**src/rtl/walk_pkg.sv**
```systemverilog
package walk_pkg;
  localparam int ADDR_W = 32;
  localparam int CODE_W = 10;
  localparam int FSR_W  = 10;

  localparam logic [1:0] KIND_STORE = 2'd1;
  localparam logic [1:0] KIND_FETCH = 2'd2;

  localparam logic [1:0] ET_INVALID = 2'd0;
  localparam logic [1:0] ET_TABLE   = 2'd1;
  localparam logic [1:0] ET_PAGE    = 2'd2;
  localparam logic [1:0] ET_RSVD    = 2'd3;

  localparam logic [1:0] SZ_4K   = 2'd0;
  localparam logic [1:0] SZ_256K = 2'd1;
  localparam logic [1:0] SZ_16M  = 2'd2;

  typedef enum logic [1:0] {ST_IDLE, ST_FETCH, ST_WRITE, ST_DONE} walkState_t;

  // strobes from control to datapath
  typedef struct packed {
    logic capture;
    logic takeRead;
    logic logResult;
  } walkCmd_t;

  // decisions from datapath to control
  typedef struct packed {
    logic descend;
    logic needWrite;
  } walkStat_t;
endpackage

```
**src/rtl/walk_ctrl.sv**
```systemverilog
module walk_ctrl
  import walk_pkg::*;
(
  input  logic      clk,
  input  logic      rstN,
  input  logic      reqValid,
  input  logic      cfgEnable,
  input  logic      memValid,
  input  walkStat_t stat,
  output walkCmd_t  cmd,
  output logic      busy,
  output logic      memReq,
  output logic      memWe,
  output logic      rspValid
);
  walkState_t state, stateNext;

  always_comb begin
    stateNext = state;
    cmd       = '0;
    memReq    = 1'b0;
    memWe     = 1'b0;
    rspValid  = 1'b0;
    case (state)
      ST_IDLE: if (reqValid) begin
        cmd.capture = 1'b1;
        stateNext   = cfgEnable ? ST_FETCH : ST_DONE;
      end
      ST_FETCH: begin
        memReq = 1'b1;
        if (memValid) begin
          cmd.takeRead = 1'b1;
          if (stat.descend)        stateNext = ST_FETCH;
          else if (stat.needWrite) stateNext = ST_WRITE;
          else                     stateNext = ST_DONE;
        end
      end
      ST_WRITE: begin
        memReq = 1'b1;
        memWe  = 1'b1;
        if (memValid) stateNext = ST_DONE;
      end
      default: begin
        rspValid      = 1'b1;
        cmd.logResult = 1'b1;
        stateNext     = ST_IDLE;
      end
    endcase
  end

  always_ff @(posedge clk) begin
    if (!rstN) state <= ST_IDLE;
    else       state <= stateNext;
  end

  assign busy = (state != ST_IDLE);


  mem_hold_chk: assert property (@(posedge clk) disable iff (!rstN)
    memReq && !memValid |=> memReq);

  resp_pulse_chk: assert property (@(posedge clk) disable iff (!rstN)
    rspValid |=> !rspValid);

  accept_chk: assert property (@(posedge clk) disable iff (!rstN)
    reqValid && !busy |=> busy);
endmodule

```
**src/rtl/walk_dp.sv**
```systemverilog
module walk_dp
  import walk_pkg::*;
#(
  parameter int CTX_W = 8
) (
  input  logic              clk,
  input  logic              rstN,
  input  walkCmd_t          cmd,
  input  logic              cfgBoot,
  input  logic              cfgNoFault,
  input  logic [ADDR_W-1:0] cfgCtxBase,
  input  logic [CTX_W-1:0]  cfgCtxNum,
  input  logic [ADDR_W-1:0] cfgPromBase,
  input  logic [ADDR_W-1:0] reqVa,
  input  logic [1:0]        reqKind,
  input  logic              reqSuper,
  input  logic [31:0]       memRdata,
  input  logic              fsrRead,
  output walkStat_t         stat,
  output logic [ADDR_W-1:0] memAddr,
  output logic [31:0]       memWdata,
  output logic [ADDR_W-1:0] rspPa,
  output logic [1:0]        rspSize,
  output logic [CODE_W-1:0] rspFault,
  output logic [FSR_W-1:0]  fsrOut,
  output logic [ADDR_W-1:0] farOut
);
  localparam int PAD_W = ADDR_W - CTX_W;

  logic [ADDR_W-1:0] vaReg, ptrReg, paReg, farReg;
  logic [31:0]       entryReg;
  logic              isStore, isFetch, isSuper;
  logic [1:0]        lvl, sizeReg;
  logic [CODE_W-1:0] codeReg;
  logic [FSR_W-1:0]  fsrReg;

  // entry decode at the current level
  logic [1:0] etype;
  logic       atLast, transErr, isPage, canR, canW, canX, needOk, permHit, walkOk;
  logic [2:0] acc;
  logic [CODE_W-1:0] permCode, walkCode;
  logic [ADDR_W-1:0] pageBase, pageOff, nextIdx, nextPtr, firstPtr, bypassPa;
  logic [1:0]  pageSize;
  logic [31:0] newEntry;

  assign etype    = memRdata[1:0];
  assign atLast   = (lvl == 2'd3);
  assign acc      = memRdata[4:2];
  assign transErr = (etype == ET_RSVD) || (etype == ET_PAGE && lvl == 2'd0) ||
                    (etype == ET_TABLE && atLast);
  assign isPage   = (etype == ET_PAGE) && (lvl != 2'd0);

  always_comb begin
    canR = 1'b0; canW = 1'b0; canX = 1'b0;
    case (acc)
      3'd0: canR = 1'b1;
      3'd1: begin canR = 1'b1; canW = 1'b1; end
      3'd2: begin canR = 1'b1; canX = 1'b1; end
      3'd3: begin canR = 1'b1; canW = 1'b1; canX = 1'b1; end
      3'd4: canX = 1'b1;
      3'd5: begin canR = 1'b1; canW = isSuper; end
      3'd6: begin canR = isSuper; canX = isSuper; end
      default: begin canR = isSuper; canW = isSuper; canX = isSuper; end
    endcase
  end

  assign needOk   = isStore ? canW : (isFetch ? canX : canR);
  assign permCode = (!isSuper && acc[2:1] == 2'b11) ? 10'd12 :
                    (!needOk ? 10'd8 : 10'd0);
  assign permHit  = (permCode != '0) && !(cfgNoFault && !isSuper);
  assign walkOk   = isPage && !permHit;

  always_comb begin
    if (etype == ET_INVALID)  walkCode = {lvl, 8'h04};
    else if (transErr)        walkCode = {lvl, 8'h10};
    else if (isPage && permHit) walkCode = permCode;
    else                      walkCode = '0;
  end

  always_comb begin
    case (lvl)
      2'd1:    begin pageOff = {8'b0, vaReg[23:0]};  pageSize = SZ_16M;  end
      2'd2:    begin pageOff = {14'b0, vaReg[17:0]}; pageSize = SZ_256K; end
      default: begin pageOff = {20'b0, vaReg[11:0]}; pageSize = SZ_4K;   end
    endcase
    case (lvl)
      2'd0:    nextIdx = {22'b0, vaReg[31:24], 2'b00};
      2'd1:    nextIdx = {24'b0, vaReg[23:18], 2'b00};
      default: nextIdx = {24'b0, vaReg[17:12], 2'b00};
    endcase
  end

  assign pageBase = {memRdata[27:8], 12'b0};
  assign nextPtr  = {memRdata[27:2], 6'b0} + nextIdx;
  assign firstPtr = (cfgCtxBase << 4) + ({{PAD_W{1'b0}}, cfgCtxNum} << 2);
  assign bypassPa = (reqKind == KIND_FETCH && cfgBoot) ?
                    (cfgPromBase | {13'b0, reqVa[18:0]}) : reqVa;
  assign newEntry = memRdata | 32'h20 | (isStore ? 32'h40 : 32'h0);

  assign stat.descend   = (etype == ET_TABLE) && !atLast;
  assign stat.needWrite = walkOk && (!memRdata[5] || (isStore && !memRdata[6]));

  always_ff @(posedge clk) begin
    if (!rstN) begin
      vaReg <= '0; ptrReg <= '0; paReg <= '0; entryReg <= '0;
      isStore <= 1'b0; isFetch <= 1'b0; isSuper <= 1'b0;
      lvl <= '0; sizeReg <= SZ_4K; codeReg <= '0;
    end else if (cmd.capture) begin
      vaReg   <= reqVa;
      isStore <= (reqKind == KIND_STORE);
      isFetch <= (reqKind == KIND_FETCH);
      isSuper <= reqSuper;
      lvl     <= 2'd0;
      ptrReg  <= firstPtr;
      paReg   <= bypassPa;
      sizeReg <= SZ_4K;
      codeReg <= '0;
    end else if (cmd.takeRead) begin
      if (stat.descend) begin
        lvl    <= lvl + 2'd1;
        ptrReg <= nextPtr;
      end else begin
        entryReg <= newEntry;
        codeReg  <= walkCode;
        paReg    <= walkOk ? (pageBase + pageOff) : '0;
        sizeReg  <= walkOk ? pageSize : SZ_4K;
      end
    end
  end

  // fault status and address registers
  always_ff @(posedge clk) begin
    if (!rstN) begin
      fsrReg <= '0;
      farReg <= '0;
    end else if (cmd.logResult && codeReg != '0) begin
      fsrReg <= {{(FSR_W-1){1'b0}}, (fsrReg != '0)} |
                {2'b0, isStore, isFetch, isSuper, 5'b0} | codeReg | 10'd2;
      farReg <= {vaReg[31:12], 12'b0};
    end else if (fsrRead) begin
      fsrReg <= '0;
    end
  end

  assign memAddr  = ptrReg;
  assign memWdata = entryReg;
  assign rspPa    = paReg;
  assign rspSize  = sizeReg;
  assign rspFault = codeReg;
  assign fsrOut   = fsrReg;
  assign farOut   = farReg;


  fault_pa_chk: assert property (@(posedge clk) disable iff (!rstN)
    cmd.logResult && rspFault != '0 |-> rspPa == '0);

  fsr_log_chk: assert property (@(posedge clk) disable iff (!rstN)
    cmd.logResult && rspFault != '0 |=> fsrOut[1]);

  fsr_clear_chk: assert property (@(posedge clk) disable iff (!rstN)
    fsrRead && !cmd.logResult |=> fsrOut == '0);
endmodule

```
**src/rtl/walk_unit.sv**
```systemverilog
module walk_unit
  import walk_pkg::*;
#(
  parameter int CTX_W = 8
) (
  input  logic              clk,
  input  logic              rstN,
  input  logic              cfgEnable,
  input  logic              cfgBoot,
  input  logic              cfgNoFault,
  input  logic [ADDR_W-1:0] cfgCtxBase,
  input  logic [CTX_W-1:0]  cfgCtxNum,
  input  logic [ADDR_W-1:0] cfgPromBase,
  input  logic              reqValid,
  input  logic [ADDR_W-1:0] reqVa,
  input  logic [1:0]        reqKind,
  input  logic              reqSuper,
  output logic              busy,
  output logic              rspValid,
  output logic [ADDR_W-1:0] rspPa,
  output logic [1:0]        rspSize,
  output logic [CODE_W-1:0] rspFault,
  output logic              memReq,
  output logic              memWe,
  output logic [ADDR_W-1:0] memAddr,
  output logic [31:0]       memWdata,
  input  logic              memValid,
  input  logic [31:0]       memRdata,
  input  logic              fsrRead,
  output logic [FSR_W-1:0]  fsrOut,
  output logic [ADDR_W-1:0] farOut
);
  walkCmd_t  cmd;
  walkStat_t stat;

  walk_ctrl u_ctrl (
    .clk(clk), .rstN(rstN), .reqValid(reqValid), .cfgEnable(cfgEnable),
    .memValid(memValid), .stat(stat), .cmd(cmd), .busy(busy),
    .memReq(memReq), .memWe(memWe), .rspValid(rspValid)
  );

  walk_dp #(.CTX_W(CTX_W)) u_dp (
    .clk(clk), .rstN(rstN), .cmd(cmd), .cfgBoot(cfgBoot),
    .cfgNoFault(cfgNoFault), .cfgCtxBase(cfgCtxBase), .cfgCtxNum(cfgCtxNum),
    .cfgPromBase(cfgPromBase), .reqVa(reqVa), .reqKind(reqKind),
    .reqSuper(reqSuper), .memRdata(memRdata), .fsrRead(fsrRead),
    .stat(stat), .memAddr(memAddr), .memWdata(memWdata), .rspPa(rspPa),
    .rspSize(rspSize), .rspFault(rspFault), .fsrOut(fsrOut), .farOut(farOut)
  );
endmodule

```
**config.mk**
```make
export PLATFORM = sky130hd
export DESIGN_NAME = walk_unit
export DESIGN_NICKNAME = d
export VERILOG_FILES = /design/src/rtl/walk_pkg.sv /design/src/rtl/walk_ctrl.sv /design/src/rtl/walk_dp.sv /design/src/rtl/walk_unit.sv
export SDC_FILE = /design/constraint.sdc
export NUM_CORES = 1
export LEC_CHECK = 0
export BUFFER_PORTS_ARGS = -buffer_cell sky130_fd_sc_hd__buf_2
export CAP_MARGIN = 5
export CORE_UTILIZATION = 45
export DETAILED_ROUTE_END_ITERATION = 6
export GPL_TIMING_DRIVEN = 0
export PLACE_DENSITY = 0.73
export RECOVER_POWER = 25
export SKIP_CTS_REPAIR_TIMING = 1
export SLEW_MARGIN = 40
export SYNTH_ARGS = -nofsm -noshare
export SYNTH_HDL_FRONTEND = slang
export SYNTH_SLANG_ARGS = --single-unit
```
**constraint.sdc**
```tcl
create_clock -name clk -period 10 [get_ports clk]
set_input_delay 1.5 -clock clk [delete_from_list [all_inputs] [get_ports clk]]
set_output_delay 1.5 -clock clk [all_outputs]
set_load 0.02 [all_outputs]
```
---- Yosys cells after proc, flatten, opt, wreduce, memory -nomap -nowiden ----
Index checks and enable logic that the tools add are counted.
cells by class
  add/subtract/negate cells ............... 4
  $mul .................................... 0
  divide/modulo/power cells ............... 0
  order comparisons ....................... 0
  equality and inequality tests ........... 21
  shifts and indexed selects .............. 0
  muxes and demuxes ....................... 39
  bitwise operators ....................... 7
  reduce and logical (&&, ||, !) cells .... 48
operators by type and width
  operator                                                          number
  32-bit two-way mux                                                8
  32-bit by 10-bit adder with 32-bit output                         2
  10-bit two-way mux                                                6
  24-bit one-hot mux with 2 select lines                            1
  32-bit by 24-bit adder with 32-bit output                         1
  32-bit by 19-bit OR with 32-bit output                            1
  32-bit OR                                                         1
  10-bit nonzero test                                               3
  10-bit one-hot mux with 2 select lines                            1
  2-bit == test (second input constant)                             7
  1-bit logical AND                                                 13
  2-bit two-way mux                                                 6
  1-bit two-way mux                                                 10
  10-bit OR                                                         1
  2-bit nonzero test                                                5
  3-bit == test (second input constant)                             3
  3-bit OR reduction                                                3
  2-bit by 1-bit == test with 1-bit output (second input constant)  4
  2-bit inequality test (second input constant)                     4
  1-bit by 8-bit OR with 8-bit output                               1
  2-bit AND reduction                                               4
  7-bit two-way mux                                                 1
  3-bit by 2-bit == test with 1-bit output (second input constant)  2
  1-bit zero test                                                   6
  other kinds (14)                                                  25
storage, ports and cells
  register bits after elaboration ......... 177
  bits in latches ......................... 0
  memory bits (writable) .................. 0
  memory bits (read-only) ................. 0
  input port bits ......................... 147
  word-level logic and storage cells ...... 132
  memories ................................ 0

---- Logic depth before layout (Yosys ltp) ----
Gate-level depths: netlist (run 1).
  depth in word-level cells ............... 16
  gate-level depth with buffers ........... 14
  gate-level depth less buffers ........... 13

---- By module ----
A second synthesis (run 1) with hierarchy kept.
unflattened totals
  cells, all modules ...................... 1164
  area total of the unflattened synthesis .. 9417.8 um^2
by module, submodules not included
  module     instances  cells an instance  area each (um^2)  seq. area each (um^2)
  walk_dp    1          1138               9185.1            3363.2
  walk_ctrl  1          26                 232.7             40.0

---- Worst setup path after synthesis (run 1) ----
OpenSTA, ideal clock, no wires.
  path type ............................... input to register
  from .................................... in memRdata[8]
  to ...................................... reg u_dp.paReg[24] (netlist: u_dp.rspPa[24])
  setup time .............................. 0.117 ns
  data arrival time ....................... 3.452 ns
  required time ........................... 9.883 ns
  setup slack ............................. 6.432 ns
  stages .................................. 8
  path buffers ............................ 0
  cells stage by stage .................... ha_1 -> fa_1 -> a21o_1 -> a221oi_2 -> o21ai_0 -> a311oi_2 -> xnor2_1 -> a22o_1
between the ends
  word-level cells in the longest chain between the ends .. 5
RTL lines
  element                                    line             text
  from (decl)                                walk_unit.sv:28  input logic [31:0] memRdata,
  32-bit by 24-bit adder with 32-bit output  walk_dp.sv:125   paReg <= walkOk ? (pageBase + pageOff) : '0;
  32-bit two-way mux                         walk_dp.sv:125
  32-bit two-way mux                         walk_dp.sv:119   if (stat.descend) begin
  32-bit two-way mux                         walk_dp.sv:118   end else if (cmd.takeRead) begin
  32-bit two-way mux                         walk_dp.sv:108   end else if (cmd.capture) begin
  to (signal assigned)                       walk_dp.sv:115   paReg <= bypassPa;
  to (signal assigned)                       walk_dp.sv:125
  to (decl)                                  walk_dp.sv:30    logic [ADDR_W-1:0] vaReg, ptrReg, paReg, farReg;
No other way between the ends. The select of a mux whose other input is x is not followed.
A chain may end at the register's enable or synchronous reset.

---- Worst setup path after layout (run 1) ----
  from .................................... reg u_dp.lvl[0]
  to ...................................... reg u_dp.ptrReg[18] (netlist: u_dp.memAddr[18])
between the ends
  word-level cells in the longest chain between the ends .. 6
  elaborated cells between the ends (all ways) .. 12
  those cells by class .................... 1 x add/sub; 2 x eq/ne; 4 x mux; 5 x reduce/logical
RTL lines
  element                                                                             line            text
  from (decl)                                                                         walk_dp.sv:33   logic [1:0] lvl, sizeReg;
  from (signal assigned)                                                              walk_dp.sv:120  lvl <= lvl + 2'd1;
  2-bit by 1-bit == test with 1-bit output / 2-bit zero test (equally long branches)  walk_dp.sv:86   case (lvl)
  10-bit one-hot mux with 2 select lines                                              walk_dp.sv:86
  32-bit by 10-bit adder with 32-bit output                                           walk_dp.sv:94   assign nextPtr = {memRdata[27:2], 6'b0} + nextIdx;
  32-bit two-way mux                                                                  walk_dp.sv:119
  32-bit two-way mux                                                                  walk_dp.sv:118
  32-bit two-way mux                                                                  walk_dp.sv:108
  to (signal assigned)                                                                walk_dp.sv:114  ptrReg <= firstPtr;
  to (signal assigned)                                                                walk_dp.sv:121  ptrReg <= nextPtr;
  to (decl)                                                                           walk_dp.sv:30
Several ways; a longest one is shown, not always the timed one. The select of a mux whose other input is x is not followed.

==> results of run 1 <==
-- path summary, 6_finish.rpt --
check              startpoint               end  slack [ns]  depth (start not counted)
max               u_dp.lvl[0]  u_dp.memAddr[18]        6.00                         14
max reg2reg       u_dp.lvl[0]  u_dp.memAddr[18]        6.00                         14
min          u_dp.memWdata[4]  u_dp.memWdata[4]        0.46                          2
min reg2reg  u_dp.memWdata[4]  u_dp.memWdata[4]        0.46                          2
-- power by group through the flow --
stage / sequential [mW] / clock, mW / combinational (mW)
4_1_cts: 0.865 / 0.673 / 0.799
2_1_floorplan: 0.968 / 0 / 0.401
5_1_grt: 0.880 / 0.704 / 0.862
3_5_place_dp: 0.879 / 0 / 0.795
3_3_place_gp: 0.876 / 0 / 0.786
6_report: 0.869 / 0.672 / 0.796
-- routing by layer --
| layer | wire, um | GRT usage | up-vias |
|---|---|---|---|
| li1 | - | - | 4723 |
| met1 | 14150 | 0.3972 | 4549 |
| met2 | 15130 | 0.4913 | 468 |
| met3 | 2888 | 0.06646 | 80 |
| met4 | 1112 | 0.1191 | 2 |
| met5 | 8 | 0 | - |
-- worst register-to-register path, delay by kind of cell (launching register included) --
| family | cells | cell delay (ns) |
|---|---|---|
| and+or+nand+nor | 2 | 0.54 |
| DFF | 1 | 0.44 |
| AOI/OAI and AO/OA | 5 | 1.40 |
| buffers and inverters | 3 | 0.42 |
| xor gates and xnor gates | 1 | 0.28 |
| adders and majority gates | 3 | 0.83 |
-- cells by family after synthesis --
kind of cell             count (synthesis)  synth area share
AO/OA/AOI/OAI                          334            0.2519
XOR/XNOR                                49           0.04517
adder cells (fa/ha/maj)                 34           0.04714
multiplexers                            20           0.02146
other                                    1         0.0003947
AND/OR/NAND/NOR                        438            0.2191
flip-flops                             170            0.3582
buffers and inverters                  115           0.05662
-- cell usage in the layout, fill, tap and decap left out, types with 26 or more instances in the layout --
master	n
sky130_fd_sc_hd__a21boi_0	100
sky130_fd_sc_hd__a21oi_1	36
sky130_fd_sc_hd__buf_2	208
sky130_fd_sc_hd__clkbuf_1	138
sky130_fd_sc_hd__dfxtp_1	170
sky130_fd_sc_hd__ha_1	31
sky130_fd_sc_hd__nand2_1	242
sky130_fd_sc_hd__nand3_1	26
sky130_fd_sc_hd__nor2_1	43
sky130_fd_sc_hd__o21ai_0	51
sky130_fd_sc_hd__xor2_1	26
-- area by class of cell --
type | instances | area (um^2) | area share
plain buffers | 97 | 470.5 | 0.03986
clock inverters | 15 | 176.4 | 0.01495
flip-flops and latches | 170 | 3403 | 0.2883
well taps | 270 | 337.8 | 0.02862
repair buffers | 275 | 1284 | 0.1088
clock buffers | 17 | 425.4 | 0.03604
inverters | 18 | 67.56 | 0.005725
multi-input cells | 894 | 5638 | 0.4777
-- per-stage QoR --
stage,utilization,hold WS [ns],power (mW)
3_3_place_gp,0.5503,0.4473,1.662
5_1_grt,0.5759,0.4808,2.445
2_1_floorplan,-,0.4433,1.369
3_5_place_dp,0.5508,0.4539,1.675
6_report,0.5759,0.4618,2.337
4_1_cts,0.5802,0.4632,2.337
-- state kept, by name, summed over array words and instances, names as in the netlist --
name / cells
u_dp.memAddr: 30
u_dp.isSuper: 1
u_dp.rspFault: 5
u_dp.isStore: 1
u_dp.fsrOut: 10
u_dp.rspPa: 32
u_dp.rspSize: 2
u_dp.farOut: 20
u_dp.lvl: 2
u_dp.memWdata: 32
u_ctrl.state: 2
u_dp.isFetch: 1
u_dp.vaReg: 32
==> parameters.txt, run 1 <==
Parameter                              Value

Global routing
  Total grt overflow ... 0
  Global-route wire length before repair ... 50.83 mm
  Via count of the first global-routing pass ... 9323
  Number of antenna violations at the first check in global routing ... 1
  Global-route usage over all layers ... 0.3052
  Largest net degree at the start of global routing ... 20

Timing
  Minimum clock period after layout ... 3.995 ns
  Setup repair after global routing missed its margin ... false
  Final count of pins violating max slew ... 0
  Skew final ... 0.01028 ns
  Final cycle utilization of the critical path ... 0.3995
  Maximum clock frequency ... 250.3 MHz
  Final Hold Violating Endpoints ... 0
  Final total negative setup slack ... 0 ns
  Slew Limit Headroom ... 0.4719
  Minimum setup slack in the final design ... 6.005 ns
  Final setup violation count ... 0
  Slew at the pin closest to its max-slew limit ... 0.7922 ns

Detailed routing
  Router iterations before antenna repair ... 5
  Detailed-route wire length ... 33.29 mm
  Wirelength per Cell ... 18.96 um
  DRC violation total after the first TritonRoute iteration ... 771
  Vias ... 9822
  Final ANT Viol Nets ... 0
  Post-DR vias/cell ... 5.593
  DRC violations left ... 0

Worst setup path
  Critical-path cell list ... inv_1 -> ha_1 -> clkbuf_1 -> nor2_1 -> a221o_1 -> ha_1 -> inv_1 -> fa_1 -> nor2b_1 -> o21ai_0 -> a2111oi_0 -> xnor2_1 -> o21ai_0 -> o211a_1
  Bufs and invs on worst path ... 3
  Top Family by Delay on Critical Path ... compound AO/OA/AOI/OAI gates
  CP peak stage delay ... 0.58 ns
  Endpoint kind of the worst setup timing path ... flip-flop
  Kind of critical path ... reg -> reg
  Crit path max-delay cell type ... sky130_fd_sc_hd__a2111oi_0
  Type of origin of the critical path ... flip-flop
  Largest fanout on the critical path ... 10
  Required time at the endpoint of the critical path ... 10.34 ns
  CP arrival ... 4.33 ns

Cells and area
  Layout area overhead ... 24.22%
  Fillers ... 2003
  Antenna diode count ... 0
  Number of standard cells in the final layout excluding fillers ... 1756
  Share of final-layout standard cells stronger than drive strength 1 ... 0.1925
  Final design instance area without fill ... 11800 um^2
  Final-stage net count ... 1654

Clock tree
  Maximum number of buffers from clock root to sink ... 2
  Clock tree from TritonCTS ... done
  Root Buffer Master ... sky130_fd_sc_hd__clkbuf_16
  Clock latency at the later pin of the worst-skew pair ... 0.44 ns
  Number of clock sinks seen by CTS ... 170
  Total clock buffers created by CTS ... 17
  H-tree level count ... 4
  Clock transition at the register clock pins on the worst setup and hold paths after CTS ... 0.08 ns

Placement
  Minimum setup slack after placement ... 5.944 ns
  DP Area ... 11290 um^2
  Port bufs ... 274
  Placer congestion estimate ... 0.9409
  Placed Cells incl. Taps ... 1724
  Detailed-placement wirelength estimate ... 26.15 mm

Floorplanning
  Width of the chip ... 147.3 um
  Die H ... 147.3 um
  Initial cell density of the core ... 0.4636
  Full die area ... 21700 um^2
  Io pins ... 301
  Core Area ... 20490 um^2
  Floorplan row count ... 52

Synthesis
  Number of enable-type register cells in the synthesized netlist ... 0
  Post-Synthesis Cells ... 1161
  Async set-or-reset flop fraction in the synthesized netlist ... 0
  Portion of synthesized cell area occupied by the leading cell type ... 0.3582
  Number of unique standard cell types used by synthesis ... 73
  Most frequently used cell type in the post-synthesis netlist ... sky130_fd_sc_hd__nand2_1
  Dominant cells by area after synthesis ... sky130_fd_sc_hd__dfxtp_1 (36%), sky130_fd_sc_hd__nand2_1 (9.6%), sky130_fd_sc_hd__a21boi_0 (7.9%)
  Prevailing post-synth register cell ... sky130_fd_sc_hd__dfxtp_1
  Synth area leader ... sky130_fd_sc_hd__dfxtp_1
  Sequential fraction of the synthesis area ... 0.3582
  Warnings, synthesis ... 0
  Total of flip-flops plus latches after synthesis ... 170
  Commonest cells post-synth ... sky130_fd_sc_hd__nand2_1 (242), sky130_fd_sc_hd__dfxtp_1 (170), sky130_fd_sc_hd__a21boi_0 (100)
  Average size of a mapped cell ... 8.184 um^2
  Combined area of all synthesized cells ... 9502 um^2

Flow run
  Max-cap check violation count ... 0

Power
  Int Pwr ... 1.389 mW
  Share of total power in the clock network ... 0.288
  Switching portion of total power ... 0.4056
  Pwr per Cell Area ... 198.0 nW/um^2
  Leakage power figure ... 4.724 nW
  Part of the total power dissipated in sequential elements ... 0.372
  Portion of total power attributed to combinational logic ... 0.341
  Net switching component of the power ... 0.9479 mW
  Max VDD drop ... 114.6 uV

Status
  Result of the run ... finished clean

Hold path
  HP Class ... reg -> reg
Power figures use the tool's default switching activity.
==> run 2, diff against run 1 <==
ABC_AREA = 1   (was unset)
PLACE_DENSITY = 0.72   (was 0.73)
clock period = 4.1 ns   (was 10 ns; I/O delays follow)
==> run 2 against run 1 <==
Net effect: sequential share of layout area is 1.3 points lower; combinational power rose to 3.2 times the previous value; clock skew about the same; design area up 4.8%; power increased to 2.8 times the previous value; via count is 20% higher; wire length is 21% higher; setup slack worse by 5.4 ns; first-iteration DRC count increased by 52%; largest cell class unchanged.
==> parameters.txt, run 2 <==
Parameter                              Value

Global routing
  Total grt overflow ... 0 (unchanged)
  Via count of the first global-routing pass ... 10060 (+7.9%)
  Global-route usage over all layers ... 0.3416 (+0.03636)
  Global-route wire length before repair ... 57.50 mm (+13%)
  Largest net degree at the start of global routing ... 20 (unchanged)
  Number of antenna violations at the first check in global routing ... 1 (unchanged)

Timing
  Final cycle utilization of the critical path ... 0.8452 (+0.4457)
  Setup repair after global routing missed its margin ... false
  Slew Limit Headroom ... 0.4556 (-0.01625)
  Slew at the pin closest to its max-slew limit ... 0.8166 ns (+0.02437 ns)
  Maximum clock frequency ... 288.6 MHz (+15%)
  Minimum clock period after layout ... 3.465 ns (-0.5295 ns)
  Final setup violation count ... 0 (unchanged)
  Skew final ... 0.01019 ns (-0.00008860 ns)
  Minimum setup slack in the final design ... 0.6345 ns (-5.370 ns)
  Final count of pins violating max slew ... 0 (unchanged)
  Worst hold-check slack ... 0.3734 ns (-0.08838 ns)
  Final total negative setup slack ... 0 ns (unchanged)
  Final Hold Violating Endpoints ... 0 (unchanged)

Worst setup path
  Critical-path cell list ... inv_1 -> ha_1 -> clkbuf_1 -> nor2_1 -> inv_1 -> o211ai_1 -> ha_1 -> inv_1 -> fa_1 -> inv_1 -> nand3_1 -> nand2_2 -> nand2_1 -> nor2_1 -> nand3_1 -> nand3_1 -> nand2_1 -> nor2_1 -> nor2_1
  Largest fanout on the critical path ... 9 (-1)
  Crit path max-delay cell type ... sky130_fd_sc_hd__dfxtp_1
  CP peak stage delay ... 0.42 ns (-0.16 ns)
  Required time at the endpoint of the critical path ... 4.42 ns (-5.92 ns)
  Kind of critical path ... reg -> reg
  CP arrival ... 3.79 ns (-0.54 ns)
  Endpoint kind of the worst setup timing path ... flip-flop
  Type of origin of the critical path ... flip-flop

Clock tree
  Clock transition at the register clock pins on the worst setup and hold paths after CTS ... 0.08 ns (about the same)
  Clock tree from TritonCTS ... done
  Total clock buffers created by CTS ... 17 (unchanged)
  Clock latency at the later pin of the worst-skew pair ... 0.46 ns (+0.02 ns)
  H-tree level count ... 4 (unchanged)
  Root Buffer Master ... sky130_fd_sc_hd__clkbuf_16
  Maximum number of buffers from clock root to sink ... 2 (unchanged)
  Number of clock sinks seen by CTS ... 170 (unchanged)

Detailed routing
  Vias ... 11790 (+20%)
  Final ANT Viol Nets ... 0 (unchanged)
  Detailed-route wire length ... 40.29 mm (+21%)
  DRC violation total after the first TritonRoute iteration ... 1174 (+52%)
  Wirelength per Cell ... 18.82 um (-0.75%)
  Router iterations before antenna repair ... 7 (+2)
  Post-DR vias/cell ... 5.509 (-1.5%)
  DRC violations left ... 0 (unchanged)

Cells and area
  Fillers ... 2275 (+14%)
  Share of final-layout standard cells stronger than drive strength 1 ... 0.1739 (-0.01853)
  Layout area overhead ... 23.04%
  Combined area of the multi-input logic cells ... 5679 um^2 (+0.73%)
  Most used cells in the layout excluding fill and tap cells ... sky130_fd_sc_hd__nand2_1 (375), sky130_fd_sc_hd__buf_2 (219), sky130_fd_sc_hd__nor2_1 (174), sky130_fd_sc_hd__dfxtp_1 (170), sky130_fd_sc_hd__inv_1 (140)
  Most common cell after layout, fill and taps aside ... sky130_fd_sc_hd__nand2_1
  Area taken by flip-flops and latches ... 3403 um^2 (unchanged)
  Final-stage net count ... 2025 (+22%)

Status
  Result of the run ... finished clean

Power
  Share of total power in the clock network ... 0.256 (-0.032)
  Switching portion of total power ... 0.4439 (+0.03836)
  Int Pwr ... 3.605 mW (+160%)
  Part of the total power dissipated in sequential elements ... 0.348 (-0.024)
  Pwr per Cell Area ... 524.1 nW/um^2 (+160%)
  Leakage power figure ... 5.935 nW (+26%)
  Portion of total power attributed to combinational logic ... 0.396 (+0.055)
  Max VDD drop ... 287.1 uV (+150%)
  Net switching component of the power ... 2.878 mW (+200%)

Floorplanning
  Io pins ... 301 (unchanged)
  Die H ... 151.5 um (+2.8%)
  Full die area ... 22940 um^2 (+5.7%)
  Width of the chip ... 151.5 um (+2.8%)
  Floorplan row count ... 54 (+3.8%)
  Initial cell density of the core ... 0.4592 (-0.004366)
  Core Area ... 21890 um^2 (+6.8%)

Placement
  Port bufs ... 275 (+0.36%)
  Placer congestion estimate ... 1.007 (+7.0%)
  Minimum setup slack after placement ... 0.7495 ns (-5.194 ns)
  Detailed-placement wirelength estimate ... 31.88 mm (+22%)

Synthesis
  Async set-or-reset flop fraction in the synthesized netlist ... 0 (unchanged)
  Prevailing post-synth register cell ... sky130_fd_sc_hd__dfxtp_1
  Combined area of all synthesized cells ... 10050 um^2 (+5.8%)
  Number of enable-type register cells in the synthesized netlist ... 0 (unchanged)
  Commonest cells post-synth ... sky130_fd_sc_hd__nand2_1 (375), sky130_fd_sc_hd__nor2_1 (174), sky130_fd_sc_hd__dfxtp_1 (170)
  Sequential fraction of the synthesis area ... 0.3385 (-0.01966)
  Dominant cells by area after synthesis ... sky130_fd_sc_hd__dfxtp_1 (34%), sky130_fd_sc_hd__nand2_1 (14%), sky130_fd_sc_hd__nor2_1 (6.5%)
  Synth area leader ... sky130_fd_sc_hd__dfxtp_1
  Total of flip-flops plus latches after synthesis ... 170 (unchanged)
  Portion of synthesized cell area occupied by the leading cell type ... 0.3385 (-0.01966)
  Warnings, synthesis ... 0 (unchanged)
  Post-Synthesis Cells ... 1532 (+32%)
  Number of unique standard cell types used by synthesis ... 49 (-33%)
  Average size of a mapped cell ... 6.562 um^2 (-20%)
  Most frequently used cell type in the post-synthesis netlist ... sky130_fd_sc_hd__nand2_1

Hold path
  HP Class ... in -> reg

Flow run
  Max-cap check violation count ... 0 (unchanged)
[run 2: cells by family after synthesis]
group | Yosys count | share of synthesized area
XOR/XNOR | 21 | 0.01830
AO/OA/AOI/OAI | 343 | 0.1866
flip-flops | 170 | 0.3385
AND/OR/NAND/NOR | 730 | 0.3084
other | 1 | 0.0003730
adder cells (fa/ha/maj) | 34 | 0.04456
buffers and inverters | 233 | 0.1033
[run 2: final cells by class]
type / count / share of cell area
well taps: 280 / 0.02832
diodes: 4 / 0.0008092
inverters: 152 / 0.04673
plain buffers: 81 / 0.03722
repair buffers: 275 / 0.1039
clock buffers: 17 / 0.03439
clock inverters: 15 / 0.01436
multi-input cells: 1147 / 0.4591
flip-flops and latches: 170 / 0.2751
[run 2: power groups by stage]
stage / registers [mW] / clock network, mW / logic (mW)
4_1_cts: 2.24 / 1.66 / 2.56
6_report: 2.25 / 1.66 / 2.57
3_5_place_dp: 2.27 / 0 / 2.55
3_3_place_gp: 2.27 / 0 / 2.52
5_1_grt: 2.28 / 1.73 / 2.77
2_1_floorplan: 2.55 / 0 / 1.31
[run 2: critical path: cells and delay by family (launching register included)]
kind	cells	cell delay [ns]
AOI/OAI and AO/OA	1	0.26
adders and majority gates	3	0.87
buffers and inverters	5	0.65
DFF	1	0.42
and+or+nand+nor	10	1.11
[run 2: path summary, 6_finish.rpt]
kind                                      from                end  slack, ns  cells after the start
worst max-delay path               u_dp.lvl[1]   u_dp.memAddr[24]       0.63                     19
worst min-delay path              memRdata[28]  u_dp.memWdata[28]       0.37                      3
worst max register to register     u_dp.lvl[1]   u_dp.memAddr[24]       0.63                     19
worst min register to register  u_dp.vaReg[11]     u_dp.vaReg[11]       0.47                      2
[run 2: stage by stage]
stage | instances | total power [mW] | instance area (um^2) | utilization
finish | 2141 | 6.483 | 12370 | 0.5650
global route | 2138 | 6.785 | 12360 | 0.5647
CTS | 2137 | 6.461 | 12450 | 0.5688
detailed placement | 2105 | 4.822 | 11850 | 0.5412
global placement | 2105 | 4.788 | 11850 | 0.5412
floorplan | 1550 | 3.858 | 10120 | -
[run 2: routing by layer]
layer	up-vias	track usage	wire (um)	part of all wire
li1	5628	-	-	-
met1	5379	0.4833	17460	0.43
met2	693	0.5103	17010	0.42
met3	94	0.06976	4495	0.11
met4	0	0.1195	1320	0.033
met5	-	0	0	0
